--- src/rtl/dma_regs_pkg.sv ---
package dma_regs_pkg;

  // register offsets; inbound channel sits one stride above outbound
  localparam int CH_STRIDE    = 'h20;
  localparam int OFF_CTRL     = 'h00;
  localparam int OFF_STAT     = 'h04;
  localparam int OFF_BASE     = 'h08;
  localparam int OFF_OUT_DIM1 = 'h0C;
  localparam int OFF_OUT_DIM2 = 'h10;
  localparam int OFF_OUT_ROW  = 'h14;
  localparam int OFF_IN_LEN   = 'h2C;

  // control bit positions
  localparam int BIT_GO      = 0;
  localparam int BIT_ERR_EN  = 4;
  localparam int BIT_DONE_EN = 5;

  localparam logic [31:0] OUT_CTRL_MASK = 32'h00FF_FF3D;
  localparam logic [31:0] IN_CTRL_MASK  = 32'h0000_0031;
  localparam logic [31:0] ROW_MASK      = 32'h000F_FFFF;

  localparam logic [2:0] ERR_BUSY_LAUNCH = 3'b001;

  typedef struct packed {
    logic       fdone;
    logic       ferr;
    logic [2:0] code;
    logic       done;
  } chan_stat_t;

  function automatic logic go_edge(input logic old_b, input logic new_b);
    return new_b & ~old_b;
  endfunction

  function automatic logic sticky_next(input logic q, input logic set, input logic clr);
    return set | (q & ~clr);
  endfunction

  function automatic logic [31:0] len_step(input logic [31:0] acc, input logic [31:0] add);
    return acc + add;
  endfunction

  function automatic int ctrl_off(input int ch);
    return ch * CH_STRIDE + OFF_CTRL;
  endfunction

  function automatic int stat_off(input int ch);
    return ch * CH_STRIDE + OFF_STAT;
  endfunction

endpackage

--- src/rtl/dma_chan_ctl.sv ---
module dma_chan_ctl
  import dma_regs_pkg::*;
#(
  parameter logic [31:0] CTRL_MASK = OUT_CTRL_MASK
) (
  input  logic        clk,
  input  logic        rst_n,
  input  logic        ctrl_we,
  input  logic        stat_we,
  input  logic [31:0] wdata,
  input  logic        done_i,
  input  logic        err_i,
  input  logic [2:0]  err_code_i,
  output logic [31:0] ctrl_o,
  output chan_stat_t  stat_o,
  output logic        start_o,
  output logic        busy_o,
  output logic        launch_ok_o,
  output logic        launch_rej_o
);

  logic [31:0] ctrl_q;
  logic        busy_q;
  logic        start_q;
  chan_stat_t  stat_q;

  logic launch_req, launch_ok, launch_rej;
  logic fin_done, fin_err;
  logic set_ferr, set_fdone;
  logic clr_ferr, clr_fdone;

  assign launch_req = ctrl_we && go_edge(ctrl_q[BIT_GO], wdata[BIT_GO]);
  assign launch_ok  = launch_req && !busy_q;
  assign launch_rej = launch_req && busy_q;
  assign fin_done   = done_i && busy_q;
  assign fin_err    = err_i && busy_q;

  assign set_ferr  = (fin_err || launch_rej) && ctrl_q[BIT_ERR_EN];
  assign set_fdone = fin_done && ctrl_q[BIT_DONE_EN];
  assign clr_ferr  = stat_we && wdata[4];
  assign clr_fdone = stat_we && wdata[5];

  always_ff @(posedge clk or negedge rst_n) begin
    if (!rst_n) begin
      ctrl_q  <= '0;
      busy_q  <= 1'b0;
      start_q <= 1'b0;
      stat_q  <= '0;
    end else begin
      if (ctrl_we) ctrl_q <= wdata & CTRL_MASK;
      start_q <= launch_ok;

      if (launch_ok)                busy_q <= 1'b1;
      else if (fin_done || fin_err) busy_q <= 1'b0;

      if (launch_ok)     stat_q.done <= 1'b0;
      else if (fin_done) stat_q.done <= 1'b1;

      if (launch_ok)       stat_q.code <= 3'b000;
      else if (fin_err)    stat_q.code <= err_code_i;
      else if (launch_rej) stat_q.code <= ERR_BUSY_LAUNCH;

      stat_q.ferr  <= sticky_next(stat_q.ferr, set_ferr, clr_ferr);
      stat_q.fdone <= sticky_next(stat_q.fdone, set_fdone, clr_fdone);
    end
  end

  assign ctrl_o       = ctrl_q;
  assign stat_o       = stat_q;
  assign start_o      = start_q;
  assign busy_o       = busy_q;
  assign launch_ok_o  = launch_ok;
  assign launch_rej_o = launch_rej;

endmodule

--- src/rtl/dma_rx_len.sv ---
module dma_rx_len
  import dma_regs_pkg::*;
#(
  parameter int BYTES_W = 4
) (
  input  logic               clk,
  input  logic               rst_n,
  input  logic               launch,
  input  logic               run,
  input  logic               beat,
  input  logic [BYTES_W-1:0] beat_bytes,
  input  logic               beat_last,
  output logic               last_fire_o,
  output logic [31:0]        len_o
);

  logic [31:0] acc_q;
  logic [31:0] len_q;
  logic        cap_q;
  logic        take;
  logic [31:0] sum;

  assign take        = beat && run && !cap_q;
  assign last_fire_o = take && beat_last;
  assign sum         = len_step(acc_q, 32'(beat_bytes));

  always_ff @(posedge clk or negedge rst_n) begin
    if (!rst_n) begin
      acc_q <= '0;
      len_q <= '0;
      cap_q <= 1'b0;
    end else begin
      if (launch) begin
        acc_q <= '0;
        cap_q <= 1'b0;
      end else if (take) begin
        acc_q <= sum;
        if (beat_last) cap_q <= 1'b1;
      end
      if (last_fire_o) len_q <= sum;
    end
  end

  assign len_o = len_q;

endmodule

--- src/rtl/dma_ctrl_regs.sv ---
module dma_ctrl_regs
  import dma_regs_pkg::*;
#(
  parameter int ADDR_W  = 8,
  parameter int BYTES_W = 4
) (
  input  logic               clk,
  input  logic               rst_n,
  input  logic               reg_wr,
  input  logic               reg_rd,
  input  logic [ADDR_W-1:0]  reg_addr,
  input  logic [31:0]        reg_wdata,
  output logic [31:0]        reg_rdata,
  output logic               out_start,
  input  logic               out_done,
  input  logic               out_err,
  input  logic [2:0]         out_err_code,
  output logic               in_start,
  input  logic               in_done,
  input  logic               in_err,
  input  logic [2:0]         in_err_code,
  input  logic               in_beat,
  input  logic [BYTES_W-1:0] in_beat_bytes,
  input  logic               in_beat_last,
  output logic               irq
);

  localparam int NCH = 2;

  logic [NCH-1:0] done_v, err_v, ctrl_we_v, stat_we_v;
  logic [NCH-1:0] start_v, busy_v, launch_ok_v, launch_rej_v;
  logic [NCH-1:0] flag_err_v, flag_done_v, en_err_v, en_done_v;
  logic [2:0]     code_v [NCH];
  logic [31:0]    ctrl_v [NCH];
  chan_stat_t     stat_v [NCH];

  logic [31:0] out_base_q, out_dim1_q, out_dim2_q, out_row_q, in_base_q;
  logic [31:0] rx_len;
  logic        rx_last_fire;

  assign done_v    = {in_done, out_done};
  assign err_v     = {in_err, out_err};
  assign code_v[0] = out_err_code;
  assign code_v[1] = in_err_code;

  function automatic logic hit(input logic [ADDR_W-1:0] a, input int off);
    return a == ADDR_W'(off);
  endfunction

  for (genvar c = 0; c < NCH; c++) begin : g_ch
    localparam logic [31:0] MASK = (c == 0) ? OUT_CTRL_MASK : IN_CTRL_MASK;

    assign ctrl_we_v[c] = reg_wr && hit(reg_addr, ctrl_off(c));
    assign stat_we_v[c] = reg_wr && hit(reg_addr, stat_off(c));

    dma_chan_ctl #(.CTRL_MASK(MASK)) u_chan (
      .clk          (clk),
      .rst_n        (rst_n),
      .ctrl_we      (ctrl_we_v[c]),
      .stat_we      (stat_we_v[c]),
      .wdata        (reg_wdata),
      .done_i       (done_v[c]),
      .err_i        (err_v[c]),
      .err_code_i   (code_v[c]),
      .ctrl_o       (ctrl_v[c]),
      .stat_o       (stat_v[c]),
      .start_o      (start_v[c]),
      .busy_o       (busy_v[c]),
      .launch_ok_o  (launch_ok_v[c]),
      .launch_rej_o (launch_rej_v[c])
    );

    assign flag_err_v[c]  = stat_v[c].ferr;
    assign flag_done_v[c] = stat_v[c].fdone;
    assign en_err_v[c]    = ctrl_v[c][BIT_ERR_EN];
    assign en_done_v[c]   = ctrl_v[c][BIT_DONE_EN];
  end

  dma_rx_len #(.BYTES_W(BYTES_W)) u_rx_len (
    .clk         (clk),
    .rst_n       (rst_n),
    .launch      (launch_ok_v[1]),
    .run         (busy_v[1]),
    .beat        (in_beat),
    .beat_bytes  (in_beat_bytes),
    .beat_last   (in_beat_last),
    .last_fire_o (rx_last_fire),
    .len_o       (rx_len)
  );

  // plain configuration storage
  always_ff @(posedge clk or negedge rst_n) begin
    if (!rst_n) begin
      out_base_q <= '0;
      out_dim1_q <= '0;
      out_dim2_q <= '0;
      out_row_q  <= '0;
      in_base_q  <= '0;
    end else if (reg_wr) begin
      if (hit(reg_addr, OFF_BASE))             out_base_q <= reg_wdata;
      if (hit(reg_addr, OFF_OUT_DIM1))         out_dim1_q <= reg_wdata;
      if (hit(reg_addr, OFF_OUT_DIM2))         out_dim2_q <= reg_wdata;
      if (hit(reg_addr, OFF_OUT_ROW))          out_row_q  <= reg_wdata & ROW_MASK;
      if (hit(reg_addr, CH_STRIDE + OFF_BASE)) in_base_q  <= reg_wdata;
    end
  end

  always_comb begin
    reg_rdata = '0;
    if (reg_rd) begin
      if      (hit(reg_addr, ctrl_off(0)))          reg_rdata = ctrl_v[0];
      else if (hit(reg_addr, stat_off(0)))          reg_rdata = {26'b0, stat_v[0]};
      else if (hit(reg_addr, OFF_BASE))             reg_rdata = out_base_q;
      else if (hit(reg_addr, OFF_OUT_DIM1))         reg_rdata = out_dim1_q;
      else if (hit(reg_addr, OFF_OUT_DIM2))         reg_rdata = out_dim2_q;
      else if (hit(reg_addr, OFF_OUT_ROW))          reg_rdata = out_row_q;
      else if (hit(reg_addr, ctrl_off(1)))          reg_rdata = ctrl_v[1];
      else if (hit(reg_addr, stat_off(1)))          reg_rdata = {26'b0, stat_v[1]};
      else if (hit(reg_addr, CH_STRIDE + OFF_BASE)) reg_rdata = in_base_q;
      else if (hit(reg_addr, OFF_IN_LEN))           reg_rdata = rx_len;
    end
  end

  assign out_start = start_v[0];
  assign in_start  = start_v[1];
  assign irq       = |{flag_err_v, flag_done_v};

endmodule

--- config.mk ---
export PLATFORM = sky130hd
export DESIGN_NAME = dma_ctrl_regs
export DESIGN_NICKNAME = d
export VERILOG_FILES = /design/src/rtl/dma_regs_pkg.sv /design/src/rtl/dma_chan_ctl.sv /design/src/rtl/dma_rx_len.sv /design/src/rtl/dma_ctrl_regs.sv
export SDC_FILE = /design/constraint.sdc
export NUM_CORES = 1
export LEC_CHECK = 0
export ABC_AREA = 1
export BUFFER_PORTS_ARGS = -buffer_cell sky130_fd_sc_hd__buf_4
export CAP_MARGIN = 20
export CORE_ASPECT_RATIO = 0.75
export CORE_MARGIN = 3
export CORE_UTILIZATION = 65
export DETAILED_ROUTE_END_ITERATION = 12
export HOLD_SLACK_MARGIN = 0.08
export PLACE_DENSITY = 0.91
export REMOVE_ABC_BUFFERS = 1
export SYNTH_ARGS = -nofsm -noshare
export SYNTH_HDL_FRONTEND = slang
export SYNTH_SLANG_ARGS = --single-unit
--- constraint.sdc ---
create_clock -name clk -period 5.25 [get_ports clk]
set_input_delay 0.525 -clock clk [delete_from_list [all_inputs] [get_ports clk]]
set_output_delay 0.525 -clock clk [all_outputs]
set_load 0.03 [all_outputs]
==> results of run 1 <==
-- metrics by stage --
stage | instances | hold slack, ns | cell area, µm²
2_1_floorplan | 1489 | 0.229 | 12000
3_3_place_gp | 1831 | 0.461 | 13100
3_5_place_dp | 1831 | 0.467 | 13100
4_1_cts | 1868 | 0.164 | 13800
5_1_grt | 1869 | 0.194 | 13800
6_report | 1869 | 0.0910 | 13800
-- path summary, 6_finish.rpt --
kind | cells after the start | end
min | 1 | g_ch[1].u_chan.start_o
max in group asynchronous | 2 | out_base_q[9]
max reg2reg | 8 | u_rx_len.len_o[15]
min in group clk | 2 | g_ch[1].u_chan.busy_o
min reg2reg | 2 | out_base_q[17]
max | 10 | reg_rdata[2]
-- where the power goes --
part / internal, W / total (W) / leakage [nW] / switching, W
Clock: 0.000939 / 0.00166 / 0.357 / 0.000721
Combinational: 0.0000918 / 0.000268 / 3.42 / 0.000176
Sequential: 0.00203 / 0.00209 / 3.31 / 0.0000539
-- state kept, by name, indices dropped and copies added, names as in the netlist --
register             count
out_row_q               20
g_ch.u_chan.stat_o      12
out_base_q              32
g_ch.u_chan.ctrl_o      24
g_ch.u_chan.start_o      2
out_dim1_q              32
u_rx_len.len_o          32
g_ch.u_chan.busy_o       2
in_base_q               32
out_dim2_q              32
u_rx_len.acc_q          32
u_rx_len.cap_q           1
-- placed cells by master (no fill, tap or decap), drive strengths merged, types with 8 or more instances in the layout --
master  netlist  final
nor2        109    109
a21oi        45     45
dfrtp       253    253
nand3        85     85
o21ai       243    243
buf          42    101
nand4        22     22
clkbuf       26     29
xor2         13     13
inv         134    134
nand2       539    539
nor3          8      8
-- kinds of logic (layout without fill, tap and decap cells) --
| group | after synthesis | after routing | share of synthesized area [%] |
|---|---|---|---|
| AO/OA/AOI/OAI | 304 | 304 | 13.1 |
| XOR/XNOR | 20 | 20 | 1.42 |
| adder cells (fa/ha/maj) | 5 | 5 | 0.569 |
| buffers and inverters | 203 | 273 | 7.02 |
| flip-flops | 253 | 253 | 51.4 |
| AND/OR/NAND/NOR | 772 | 772 | 26.5 |
-- Yosys cell counts, types with 2 or more instances --
cell,n
inv_2,8
nand2_4,6
o22ai_1,3
buf_2,28
or2_2,2
dfrtp_1,253
xnor2_1,7
nor2_8,2
nor3_2,2
o211ai_1,5
buf_6,2
nor3_1,6
o21ai_0,190
o21ai_1,41
inv_1,126
nand2_1,529
a21oi_1,44
nand2_2,4
nor2_4,4
o2111ai_1,2
nor3b_1,2
o221ai_1,2
xor2_1,13
ha_1,4
buf_4,11
nor2_1,97
clkbuf_1,26
nand3_1,84
nand4_1,21
nor2_2,6
o21ai_2,12
-- per-layer routing --
metal  routed length, µm  vias to the layer above  track usage, %
li1                    -                     5120               -
met1               13900                     5339            48.8
met2               14900                      708            49.0
met3                3500                      119            6.08
met4                1240                        0            11.0
met5                   0                        -               0
-- final cells by class --
class                   instances  area [µm²]  share of cell area, %
clock buffers                  29         628                   4.55
flip-flops and latches        253        6330                   45.9
multi-input cells            1101        5140                   37.3
repair buffers                101         786                   5.70
well taps                     242         303                   2.20
clock inverters                 8        92.6                  0.671
inverters                     135         507                   3.67
==> metrics.md, run 1 <==
| Metric | Value |
|---|---|
| Outcome | `complete, no violations` |
| Critical path's slowest cell | `and2_1` |
| Crit path cell chain | `buf_4 > nor2_2 > nand2_1 > nor2_1 > and2_1 > nand2_1 > nand4_1 > nand2_1 > a21oi_1 > buf_4` |
| Fin Setup TNS | `0 ns` |
| PwrDens | `291 nW/µm²` |
| WS Path Type | `input port to output pin` |
| FF-to-FF setup slack | `2.50 ns` |
| Critical path buffers and inverters | `2` |
| Crit. End Element | `output pin` |
| Initial core utilization | `68.0%` |
| Maximum Capacitance Violations | `0` |
| Synthesized flop and latch total | `253` |
| Layout area overhead | `11.9%` |
| Crit-path leading delay family | `simple AND/OR/NAND/NOR gates` |
| Fin util | `76.1%` |
| Post-synth top flop | `dfrtp_1` |
| Std cell rows | `42` |
| Post-synth EDFFs | `0` |
| Critical path peak fanout | `15` |
| DRC viols | `0` |
| Port bufs | `94` |
| Worst hold path class | `input port to async pin` |
| Final setup fails | `0` |
| R2r startpoint | `g_ch[1].u_chan.busy_o` |
| Worst EP required | `4.72 ns` |
| Post-CTS setup buffer count | `0` |
| Yosys top cell by area | `dfrtp_1` |
| Max stage delay on crit path | `0.79 ns` |
| Clock Path Buffers | `3` |
| Sequential area share after synthesis | `51.4%` |
| Max IR drop VDD | `0.000263 V` |
| Post-Syn Area | `12300 µm²` |
| Iter 0 DRT Violations | `1544` |
| Congestion Overflow GR | `0` |
| Setup ws final | `1.95 ns` |
| CP Launch Point | `reg_addr[7]` |
| DR pass1 iterations | `6` |
| CTS clk-pin slew, worst paths | `0.07 ns` |
| Vias | `11300` |
| Routed Wire Length | `33600 µm` |
| Cts repair resizes | `0` |
| Vias in the first global route | `10700` |
| Tot GR Track Use | `32.8%` |
| Post-DP HPWL | `21700 µm` |
| Arrival @ worst endpoint | `2.78 ns` |
| Synth Instances | `1557` |
| Distinct cell type count after synthesis | `46` |
| Asr flop ratio synth | `100%` |
| Startpoint types | `input port` |
| Dominant cells by area after synthesis | `dfrtp_1, nand2_1, o21ai_0` |
| TritonCTS clock tree | `done` |
| Slew HR | `27.6%` |
| Die W | `165 µm` |
| Fillers | `1268` |
| Sink Count | `253` |
| CTS Buf Count | `23` |
| Clk_skew | `0.0192 ns` |
| Root buffer cell | `clkbuf_16` |
| Slew @ Worst Pin | `1.08 ns` |
| CP dominant cell by count | `nand2_1` |
| Largest net degree at the start of global routing | `136` |
| Ports | `95` |
| Routed Antenna Nets | `0` |
| Die height | `125 µm` |
| Worst skew pair latency | `0.52 ns` |
| Power, Total | `0.00402 W` |
| First-pass GRT wire length | `54700 µm` |
| Minimum clock period | `3.30 ns` |
| Hold Buf Count CTS | `0` |
| Layout cell share with drive strength beyond 1 | `11.7%` |
| Ant diodes | `0` |
| RSZ-0062 raised after global routing | `no` |
| Pins Over Slew Limit | `0` |
| Hold Vio Cnt, Final | `0` |
| H-tree depth | `1` |
| Dpl ws | `1.80 ns` |
| Layout Nets | `1680` |
| Initial antenna violation count | `0` |
| Synth top area share | `51.4%` |
| Die area | `20700 µm²` |
| Final worst-path cycle share | `62.9%` |
| Via density | `6.04` |
| WL/cell | `18.0 µm` |
| Pleak | `7.09 nW` |
| Core Region | `18100 µm²` |
| Fmax | `303 MHz` |
| Avg Synthesized Cell Area | `7.92 µm²` |
| YS warnings | `0` |
| Final Wtd Congestion | `0.962` |
Note: power is estimated with default switching activity, not from simulation.
==> run 2, diff against run 1 <==
- CORE_UTILIZATION: 65 -> 60
- PLACE_DENSITY: 0.91 -> 0.86
- clock period: 5.25 -> 3.3 ns (I/O delays scaled with it)
==> run 2 against run 1 <==
Compared with the run above:
- total power increased by 62%
- clock power is 66% higher
- die area is 8.0% higher
- first-iteration DRC count is 7.1% lower
- clock skew fell by 0.0069 ns
- register-to-register slack got worse by 1.6 ns
- via count is 0.69% lower
- sequential share of layout area fell by 0.87 points
- largest power group unchanged
- highest routed layer unchanged
==> metrics.md, run 2 (synthesis gave the netlist of run 1 again) <==
| Metric | Value |
|---|---|
| Outcome | `complete, no violations` |
| Routed Wire Length | `34200 µm` |
| Layout cell share with drive strength beyond 1 | `12.4%` |
| Port bufs | `94` |
| Maximum Capacitance Violations | `0` |
| Fmax | `372 MHz` |
| Reg power frac | `50.9%` |
| Worst hold path class | `input port to register` |
| Post-CTS setup buffer count | `0` |
| Max IR drop VDD | `0.000370 V` |
| PwrDens | `464 nW/µm²` |
| TritonCTS clock tree | `done` |
| Switch Pwr | `0.00153 W` |
| Post-DP HPWL | `22600 µm` |
| Worst skew pair latency | `0.52 ns` |
| Most frequent cells in the layout | `nand2_1, dfrtp_1, o21ai_0` |
| Slew HR | `50.0%` |
| Worst Min Path Start | `in_err_code[1]` |
| Hold Vio Cnt, Final | `0` |
| Slew @ Worst Pin | `0.747 ns` |
| Crit. End Element | `output pin` |
| Final Wtd Congestion | `0.937` |
| Die area | `22300 µm²` |
| Largest net degree at the start of global routing | `96` |
| Sw Ratio | `23.5%` |
| Core Region | `19800 µm²` |
| Hold Path Sink | `g_ch[1].u_chan.stat_o[2]` |
| DR pass1 iterations | `6` |
| H-tree depth | `1` |
| Initial core utilization | `62.4%` |
| Layout Nets | `1705` |
| Congestion Overflow GR | `0` |
| Logic pwr share | `6.7%` |
| Multi-input logic area | `5140 µm²` |
| Iter 0 DRT Violations | `1434` |
| Via density | `5.88` |
| Startpoint types | `input port` |
| Critical path peak fanout | `15` |
| Clk_skew | `0.0124 ns` |
| WL/cell | `17.9 µm` |
| Most common cell after layout, fill and taps aside | `nand2_1` |
| Std cell rows | `44` |
| Pleak | `7.21 nW` |
| Storage element area | `6330 µm²` |
| Worst EP required | `2.97 ns` |
| Ant diodes | `0` |
| DRC viols | `0` |
| Clock Path Buffers | `3` |
| Vias | `11200` |
| Hold depth | `3` |
| Root buffer cell | `clkbuf_16` |
| Final setup fails | `0` |
| Die height | `130 µm` |
| R2R depth | `9` |
| Minimum clock period | `2.69 ns` |
| Power, Total | `0.00652 W` |
| FF-to-FF setup slack | `0.88 ns` |
| Fin Setup TNS | `0 ns` |
| Pins Over Slew Limit | `0` |
| Routed Antenna Nets | `0` |
| Die W | `171 µm` |
| WS Path Type | `input port to output pin` |
| CTS clk-pin slew, worst paths | `0.06 ns` |
| Clock power frac | `42.4%` |
| Arrival @ worst endpoint | `2.36 ns` |
| Initial antenna violation count | `0` |
| First-pass GRT wire length | `55000 µm` |
| Vias in the first global route | `10700` |
| Fillers | `1491` |
| R2R Path End | `u_rx_len.len_o[14]` |
| Internal power | `0.00499 W` |
| Tot GR Track Use | `31.0%` |
| Ports | `95` |
| Final worst-path cycle share | `81.5%` |
| Cts repair resizes | `0` |
| CTS Buf Count | `24` |
| Layout area overhead | `14.1%` |
| RSZ-0062 raised after global routing | `no` |
| R2r startpoint | `u_rx_len.acc_q[0]` |
| Sink Count | `253` |
[run 2: cell count changes in the layout (fill, tap and decap cells not counted)]
| cell | previous run | this run |
|---|---|---|
| clkinvlp_4 | 1 | 2 |
| nor3_4 | 1 | 0 |
| dlygate4sd3_1 | 0 | 12 |
| clkbuf_16 | 23 | 25 |
| clkbuf_1 | 3 | 4 |
| buf_8 | 2 | 1 |
| clkinv_2 | 5 | 4 |
| buf_4 | 98 | 111 |
| nor3_2 | 1 | 2 |
[run 2: through the flow]
stage	instances	cell area (µm²)	setup slack (ns)	utilization (%)	hold slack (ns)
finish	1907	14100	0.609	71.1	0.0914
global route	1907	14100	0.456	71.1	0.0846
CTS	1907	14100	0.674	71.1	0.0828
detailed placement	1855	13200	0.709	66.6	0.395
global placement	1855	13200	0.723	66.6	0.392
floorplan	1489	12000	0.187	-	0.0344
[run 2: metal layers]
metal | routed length (µm) | GRT usage [%] | vias to the layer above
met5 | 0 | 0 | -
met4 | 1210 | 11.4 | 0
met3 | 3470 | 6.72 | 93
met2 | 15100 | 47.4 | 615
met1 | 14400 | 44.2 | 5324
li1 | - | - | 5176
[run 2: worst max-delay path: stages]
cell     delay [ns]
buf_4          0.12
inv_2          0.08
nand2_1        0.09
nor2_4         0.33
nand2_2        0.30
inv_2          0.38
nand2_1        0.11
nand2_1        0.10
a21oi_1        0.05
nand3_1        0.09
nand3_1        0.08
nand2_1        0.12
buf_4          0.18
[run 2: worst max path at each step]
stage	startpoint	end	slack [ns]	cells past startpoint
final	reg_addr[4]	reg_rdata[17]	0.61	13
after global routing	reg_addr[4]	reg_rdata[17]	0.46	13
after CTS	reg_addr[4]	reg_rdata[17]	0.67	13
after detailed placement	reg_addr[4]	reg_rdata[23]	0.71	13
after global placement	reg_addr[4]	reg_rdata[23]	0.72	13
after floorplan	reg_addr[7]	out_dim1_q[0]	0.19	5
[run 2: power groups by stage]
| stage | clock network, W | logic, W | registers, W |
|---|---|---|---|
| 2_1_floorplan | 0 | 0.000218 | 0.00335 |
| 3_3_place_gp | 0 | 0.000407 | 0.00337 |
| 3_5_place_dp | 0 | 0.000427 | 0.00337 |
| 4_1_cts | 0.00279 | 0.000440 | 0.00332 |
| 5_1_grt | 0.00294 | 0.000497 | 0.00333 |
| 6_report | 0.00276 | 0.000440 | 0.00332 |
[run 2: final cells by class]
type,count,area share (%)
Clock buffer,32,4.85
Clock inverter,8,0.676
Inverter,135,3.60
Multi-Input combinational cell,1101,36.6
Sequential cell,253,45.0
Tap cell,253,2.25
Timing Repair Buffer,125,7.03
[run 2: what timing repair did]
action | 4_1_cts | 5_1_grt
hold endpoints to repair | 99 | 0
hold buffers | 12 | 0
endpoints found under the setup margin | 0 | 0
